--- config.mk ---
export PLATFORM = sky130hd
export DESIGN_NAME = can_bit_voter
export DESIGN_NICKNAME = d
export VERILOG_FILES = /design/src/rtl/can_bit_voter_pkg.sv /design/src/rtl/cbv_history.sv /design/src/rtl/cbv_mode_ctrl.sv /design/src/rtl/cbv_decider.sv /design/src/rtl/can_bit_voter.sv
export SDC_FILE = /design/constraint.sdc
export NUM_CORES = 1
export LEC_CHECK = 0
export BUFFER_PORTS_ARGS = -buffer_cell sky130_fd_sc_hd__buf_4
export CAP_MARGIN = 25
export CELL_PAD_IN_SITES_DETAIL_PLACEMENT = 1
export CELL_PAD_IN_SITES_GLOBAL_PLACEMENT = 2
export CORE_AREA = 2 2 39 41
export DETAILED_ROUTE_END_ITERATION = 16
export DIE_AREA = 0 0 41 43
export PLACE_DENSITY = 0.7
export SYNTH_ARGS = -nofsm -noshare
export SYNTH_HDL_FRONTEND = slang
export SYNTH_SLANG_ARGS = --single-unit
--- constraint.sdc ---
create_clock -name clk -period 1.3 [get_ports clk]
set_input_delay 0.13 -clock clk [delete_from_list [all_inputs] [get_ports clk]]
set_output_delay 0.13 -clock clk [all_outputs]
set_load 0.03 [all_outputs]
--- src/rtl/can_bit_voter_pkg.sv ---
package can_bit_voter_pkg;
  localparam int unsigned VOTE_SAMPLES = 3;
  localparam int unsigned MIN_PSEG_TRIPLE = 2;

  function automatic logic maj3(input logic [2:0] s);
    return (s[0] & s[1]) | (s[0] & s[2]) | (s[1] & s[2]);
  endfunction

  function automatic logic pseg_allows_triple(input int unsigned len);
    return len >= MIN_PSEG_TRIPLE;
  endfunction
endpackage

--- src/rtl/cbv_history.sv ---
module cbv_history #(
  parameter int unsigned DEPTH = 3
) (
  input  logic             clk,
  input  logic             rst_n,
  input  logic             tq_tick,
  input  logic             rx_sync,
  output logic [DEPTH-1:0] hist,
  output logic [DEPTH-1:0] window
);
  for (genvar i = 0; i < DEPTH; i++) begin : g_stage
    logic nxt;
    if (i == 0) begin : g_head
      assign nxt = rx_sync;
    end else begin : g_tail
      assign nxt = hist[i-1];
    end
    always_ff @(posedge clk or negedge rst_n) begin
      if (!rst_n)       hist[i] <= 1'b1;
      else if (tq_tick) hist[i] <= nxt;
    end
    assign window[i] = tq_tick ? nxt : hist[i];
  end
endmodule

--- src/rtl/cbv_mode_ctrl.sv ---
module cbv_mode_ctrl #(
  parameter int unsigned PSEG_W = 3
) (
  input  logic              clk,
  input  logic              rst_n,
  input  logic              mode_wr,
  input  logic              mode_wdata,
  input  logic              freeze,
  input  logic              fd_en,
  input  logic [PSEG_W-1:0] pseg1_len,
  output logic              mode_q,
  output logic              triple_act,
  output logic              cfg_err
);
  import can_bit_voter_pkg::*;

  logic wr_ok, triple_req, pseg_ok;

  assign wr_ok = mode_wr & freeze;

  always_ff @(posedge clk or negedge rst_n) begin
    if (!rst_n)     mode_q <= 1'b0;
    else if (wr_ok) mode_q <= mode_wdata;
  end

  assign triple_req = mode_q & ~fd_en;
  assign pseg_ok    = pseg_allows_triple(int'(pseg1_len));
  assign triple_act = triple_req & pseg_ok;
  assign cfg_err    = triple_req & ~pseg_ok;
endmodule

--- src/rtl/cbv_decider.sv ---
module cbv_decider #(
  parameter int unsigned DEPTH = 3
) (
  input  logic             clk,
  input  logic             rst_n,
  input  logic             sp_strobe,
  input  logic             triple_act,
  input  logic [DEPTH-1:0] window,
  output logic             vote,
  output logic             bit_out,
  output logic             bit_valid
);
  import can_bit_voter_pkg::*;

  assign vote = triple_act ? maj3(window[2:0]) : window[0];

  always_ff @(posedge clk or negedge rst_n) begin
    if (!rst_n) begin
      bit_out   <= 1'b1;
      bit_valid <= 1'b0;
    end else begin
      bit_valid <= sp_strobe;
      if (sp_strobe) bit_out <= vote;
    end
  end
endmodule

--- src/rtl/can_bit_voter.sv ---
module can_bit_voter #(
  parameter int unsigned PSEG_W = 3
) (
  input  logic              clk,
  input  logic              rst_n,
  input  logic              rx_sync,
  input  logic              tq_tick,
  input  logic              sp_strobe,
  input  logic [PSEG_W-1:0] pseg1_len,
  input  logic              mode_wr,
  input  logic              mode_wdata,
  input  logic              fd_en,
  input  logic              freeze,
  output logic              bit_out,
  output logic              bit_valid,
  output logic              cfg_err
);
  import can_bit_voter_pkg::*;
  localparam int unsigned DEPTH = VOTE_SAMPLES;

  logic [DEPTH-1:0] hist, window;
  logic mode_q, triple_act, vote;

  cbv_history #(.DEPTH(DEPTH)) u_hist (
    .clk(clk), .rst_n(rst_n), .tq_tick(tq_tick), .rx_sync(rx_sync),
    .hist(hist), .window(window)
  );

  cbv_mode_ctrl #(.PSEG_W(PSEG_W)) u_mode (
    .clk(clk), .rst_n(rst_n), .mode_wr(mode_wr), .mode_wdata(mode_wdata),
    .freeze(freeze), .fd_en(fd_en), .pseg1_len(pseg1_len),
    .mode_q(mode_q), .triple_act(triple_act), .cfg_err(cfg_err)
  );

  cbv_decider #(.DEPTH(DEPTH)) u_dec (
    .clk(clk), .rst_n(rst_n), .sp_strobe(sp_strobe), .triple_act(triple_act),
    .window(window), .vote(vote), .bit_out(bit_out), .bit_valid(bit_valid)
  );
endmodule

==> results.py, run 1 <==
metrics = {
    "cells_and_area": {
        "final_common_cell": "buf_4",
        "drive_gt1_frac": 0.650,
        "n_fill_cell": 173,
        "insertedDiodeCount": 0,
        "multi_input_area_um2": 119,
        "nets": 53,
        "ff_latch_area_um2": 155,
        "final_cell_mix": "13 x buf_4, 4 x nor2_1, 4 x dfstp_2",
        "synthToLayoutAreaGrowth_pct": 55.4,
    },
    "detailed_routing": {
        "via_per_inst": 4.05,
        "vias": 227,
        "wl_per_cell_um": 10.1,
        "firstDrtPassIters": 2,
        "drt_iter0_markers": 2,
        "drt_wl_total_um": 566,
        "drtAntennaViolNets": 0,
        "drc": 0,
    },
    "sta": {
        "post-route-period-util": 0.832,
        "finClkSkew_ps": 8.56,
        "layout_min_cycle_time_ps": 1080,
        "finalSetupTns_ps": 0,
        "hold_viol_final": 0,
        "fin_ws_ps": 218,
        "clock.fmax_mhz": 924,
        "max_slew_margin": 0.851,
        "final_max_slew_viol_count": 0,
        "rsz0062_at_grt": "false",
        "worst_pin_slew_ps": 222,
        "setup_viol": 0,
    },
    "worst_setup_path": {
        "endpoint_kind": "output port",
        "arrival_ps": 950,
        "path_buf_inv": 1,
        "required_ps": 1170,
        "path_cells": "nand2b_1 -> nor2_1 -> buf_4",
        "worstSetupPathType": "register to output port",
        "cp_top_family": "flip-flops",
        "crit_path_max_incr_delay_ps": 360,
        "slowest_stage": "dfrtp_1",
        "start_kind": "register",
        "crit_fanout": 3,
    },
    "floorplanning": {
        "core_um2": 1380,
        "die-area_um2": 1760,
        "start_util": 0.201,
        "die_y_um": 43,
        "die_w_um": 41,
        "num_rows": 14,
        "io_pins": 15,
    },
    "clocking": {
        "cts_tree": "done",
        "cts.clk_slew.worst_paths_ps": 50,
        "root_buffer": "clkbuf_4",
        "clk-insertion-delay-late_ps": 240,
        "numCtsBuffers": 3,
        "cts_buffer_depth": 2,
        "cts_max_level": 1,
        "cts_sinks": 6,
        "post_cts_buffers": 0,
    },
    "grt": {
        "grt_use_met3": 0.0314,
        "grt-busiest-layer": "met2",
        "grt_pass1_wl_um": 897,
        "grt_pass1_vias": 239,
        "grtUsageMet2": 0.106,
        "overflow": 0,
        "track_usage": 0.0840,
        "grt_use_met1": 0.0924,
        "grt_start_max_net_pins": 7,
        "antenna_found_initial": 0,
    },
    "logic_synthesis": {
        "syn_nets": 34,
        "synthCells": 22,
        "yosys.cell_types.count": 13,
        "syn_avg_cell_area_um2": 12.6,
        "synth-seq-area-share": 0.559,
        "syn-cell-area_um2": 278,
        "yosys_warnings": 0,
        "synth-seq-cells": 6,
    },
    "run": {
        "drv_cap": 0,
    },
    "outcome": {
        "outcome": "complete, no violations",
    },
    "power_and_ir_drop": {
        "ir_worst_vdd_mv": 0.391,
        "cellPowerDensity_nw_per_um2": 1250,
        "power_leakage_uw": 0.000199,
    },
    "placed_design": {
        "port-buffer-count": 13,
        "gp_congestion": 0.648,
        "dpl_worst_slack_ps": 227,
    },
    "worst_hold_path": {
        "min_path_type": "input pin to register",
    },
}
final timing paths:
path	from	end	slack, ps	cells after the start
max	u_mode.mode_q	cfg_err	220	3
min	sp_strobe	u_dec.bit_valid	10	1
max reg2reg	u_hist.g_stage[2].nxt	u_dec.bit_out	240	3
min reg2reg	u_dec.bit_out	u_dec.bit_out	510	2
max in group asynchronous	rst_n	u_hist.hist[2]	850	2
min in group asynchronous	rst_n	u_mode.mode_q	240	2
through the flow:
step	total power, uW	hold slack (ps)	utilization	instances	area, um^2
after floorplan	309	-166	-	22	278
after global placement	359	-61.3	0.286	51	395
after detailed placement	363	-59.7	0.286	51	395
after CTS	551	6.57	0.312	56	432
after global routing	574	0.338	0.312	56	432
final	538	14.0	0.312	56	432
cells in the mapped netlist:
master	count	area [um^2]
dfstp_2	4	105
nor2_1	4	15.0
dfrtp_1	2	50.1
mux2_2	2	22.5
mux2_4	2	30.0
a211oi_1	1	7.51
a311oi_1	1	8.76
inv_1	1	3.75
nand2_1	1	3.75
nand2b_1	1	6.26
nor2b_1	1	6.26
o31ai_2	1	12.5
or2_2	1	6.26
worst reg2reg max path, stage by stage, from the launching register on:
cell and delay [ps]:
dfstp_2 360, mux2_4 290, o31ai_2 250, a211oi_1 100
cell families after synthesis:
group,after synthesis,synth area share
DFF,6,0.559
buffers and inverters,1,0.0135
muxes,4,0.189
and+or+nand+nor,8,0.135
AOI/OAI and AO/OA,3,0.104
registers in the layout, indices dropped and copies added, names as in the netlist:
signal,flops
u_hist.g_stage.nxt,2
u_dec.bit_out,1
u_dec.bit_valid,1
u_hist.hist,1
u_mode.mode_q,1
report_power, final:
part	internal, uW	total [uW]	switching [uW]
combinational	65.4	121	55.9
sequential	228	239	11.7
clock	116	178	62.1
total	409	538	130
routing by layer:
metal  vias to the layer above  wire, um
li1                        111         -
met1                       100       238
met2                        14       246
met3                         2        67
met4                         0        13
met5                         -         0
cell type report:
type / instances / share of cell area
Sequential cell: 6 / 0.359
Multi-Input combinational cell: 15 / 0.275
Timing Repair Buffer: 14 / 0.249
Clock buffer: 4 / 0.0609
Tap cell: 16 / 0.0464
Inverter: 1 / 0.00870
repair_timing:
action,4_1_cts,5_1_grt
resized for setup,0,0
hold buffers,1,0
hold endpoints to repair,6,0
Note: power is estimated with default switching activity, not from simulation.
==> inputs of run 2 (changes only) <==
==> constraint.sdc (replaced) <==
create_clock -name clk -period 1.1 [get_ports clk]
set_input_delay 0.11 -clock clk [delete_from_list [all_inputs] [get_ports clk]]
set_output_delay 0.11 -clock clk [all_outputs]
set_load 0.03 [all_outputs]
==> run 2 against run 1 <==
First-iteration DRC count is 50% lower. Core utilization increased by 1.3 points. Clock power up 18%. Global-route usage did not move. Via count is 1.8% higher. Die area stayed put. Power is 20% higher. Largest power group unchanged. Clock skew about the same. Non-clock buffer count grew 2. Register-to-register slack worse by 200 ps.
==> results.py, run 2 (synthesis results as in run 1) <==
metrics = {
    "outcome": {
        "outcome": "complete, no violations",
    },
    "cells_and_area": {
        "largest_register_ffs": 2,
        "insertedDiodeCount": 0,
        "multi_input_area_um2": 119,
        "fin_area_um2": 449,
        "final_common_cell": "buf_4",
        "n_fill_cell": 173,
        "final_cell_mix": "14 x buf_4, 4 x nor2_1, 4 x dfstp_2",
        "drive_gt1_frac": 0.643,
        "synthToLayoutAreaGrowth_pct": 61.7,
        "nets": 55,
        "ff_latch_area_um2": 155,
    },
    "detailed_routing": {
        "via_per_inst": 3.98,
        "drt_iter0_markers": 1,
        "drc": 0,
        "firstDrtPassIters": 2,
        "wl_per_cell_um": 10.0,
        "vias": 231,
        "drt_wl_total_um": 580,
        "drtAntennaViolNets": 0,
    },
    "sta": {
        "holdWs_ps": 101,
        "max_slew_margin": 0.856,
        "finalSetupTns_ps": 0,
        "finClkSkew_ps": 8.41,
        "post-route-period-util": 0.962,
        "setup_viol": 0,
        "hold_viol_final": 0,
        "fin_ws_ps": 42.3,
        "final_max_slew_viol_count": 0,
        "rsz0062_at_grt": "false",
        "layout_min_cycle_time_ps": 1060,
        "clock.fmax_mhz": 945,
        "worst_pin_slew_ps": 214,
    },
    "worst_setup_path": {
        "start_kind": "register",
        "required_ps": 1260,
        "worstSetupPathType": "register to register",
        "endpoint_kind": "register",
        "worstRegToRegCells": 3,
        "crit_fanout": 3,
        "arrival_ps": 1220,
    },
    "grt": {
        "grt_use_met3": 0.0314,
        "grt_pass1_wl_um": 897,
        "track_usage": 0.0840,
        "overflow": 0,
        "antenna_found_initial": 0,
        "grt-busiest-layer": "met2",
        "grt_use_met1": 0.0924,
        "grtUsageMet2": 0.106,
        "grt_pass1_vias": 239,
        "grt_start_max_net_pins": 7,
    },
    "power_and_ir_drop": {
        "power.total_uw": 645,
        "cellPowerDensity_nw_per_um2": 1440,
        "ir_worst_vdd_mv": 0.485,
        "power_leakage_uw": 0.000207,
    },
    "floorplanning": {
        "die-area_um2": 1760,
        "die_w_um": 41,
        "die_y_um": 43,
        "start_util": 0.201,
        "num_rows": 14,
        "io_pins": 15,
        "core_um2": 1380,
    },
    "placed_design": {
        "port-buffer-count": 13,
        "dpl_worst_slack_ps": 27.0,
        "gp_congestion": 0.648,
        "place_area_um2": 395,
    },
    "clocking": {
        "clk-insertion-delay-late_ps": 240,
        "numCtsBuffers": 3,
        "root_buffer": "clkbuf_4",
        "cts.clk_slew.worst_paths_ps": 50,
        "cts_max_level": 1,
        "cts_sinks": 6,
        "cts_tree": "done",
        "cts_buffer_depth": 2,
    },
    "worst_hold_path": {
        "min_path_type": "input pin to register",
        "holdPathStages": 2,
    },
    "run": {
        "drv_cap": 0,
    },
}
-- run 2: changes by cell type in the layout (fill, tap and decap cells not counted), sizes merged --
cell and change:
buf +1, dlygate4sd3 +1
-- run 2: metal layers --
layer | up-vias | wire (um)
met5 | - | 0
met3 | 2 | 71
met1 | 100 | 240
li1 | 115 | -
met4 | 0 | 13
met2 | 14 | 254
-- run 2: path summary, 6_finish.rpt --
path	startpoint	end	slack, ps
setup / recovery	u_hist.g_stage[2].nxt	u_dec.bit_out	40
min in group asynchronous	rst_n	u_mode.mode_q	220
setup reg to reg	u_hist.g_stage[2].nxt	u_dec.bit_out	40
hold reg to reg	u_dec.bit_out	u_dec.bit_out	520
max in group asynchronous	rst_n	u_hist.hist[2]	670
hold / removal	mode_wdata	u_mode.mode_q	100
-- run 2: layout make-up --
type                       instances  share of cell area
inverter                           1             0.00836
multi-input combinational         15               0.265
timing repair buffer              16               0.279
sequential                         6               0.345
clock buffer                       4              0.0585
tap                               16              0.0446
-- run 2: worst max-delay path, stage by stage (launching register included) --
cell      delay (ps)
dfstp_2          360
mux2_4           290
o31ai_2          240
a211oi_1         100
-- run 2: through the flow --
| stage | util | std cells |
|---|---|---|
| 2_1_floorplan | - | 22 |
| 3_3_place_gp | 0.286 | 51 |
| 3_5_place_dp | 0.286 | 51 |
| 4_1_cts | 0.319 | 57 |
| 5_1_grt | 0.325 | 58 |
| 6_report | 0.325 | 58 |
-- run 2: where the power goes --
part	switching, uW	internal (uW)
clock	73.5	137
combinational	67.7	83.9
sequential	13.8	269
total	155	490
-- run 2: timing repair --
item / CTS / global route
buffers inserted: 0 / 1
endpoints found under the hold margin: 7 / 0
endpoints found under the setup margin: 0 / 2
hold buffers: 2 / 0
gates resized for setup: 0 / 0
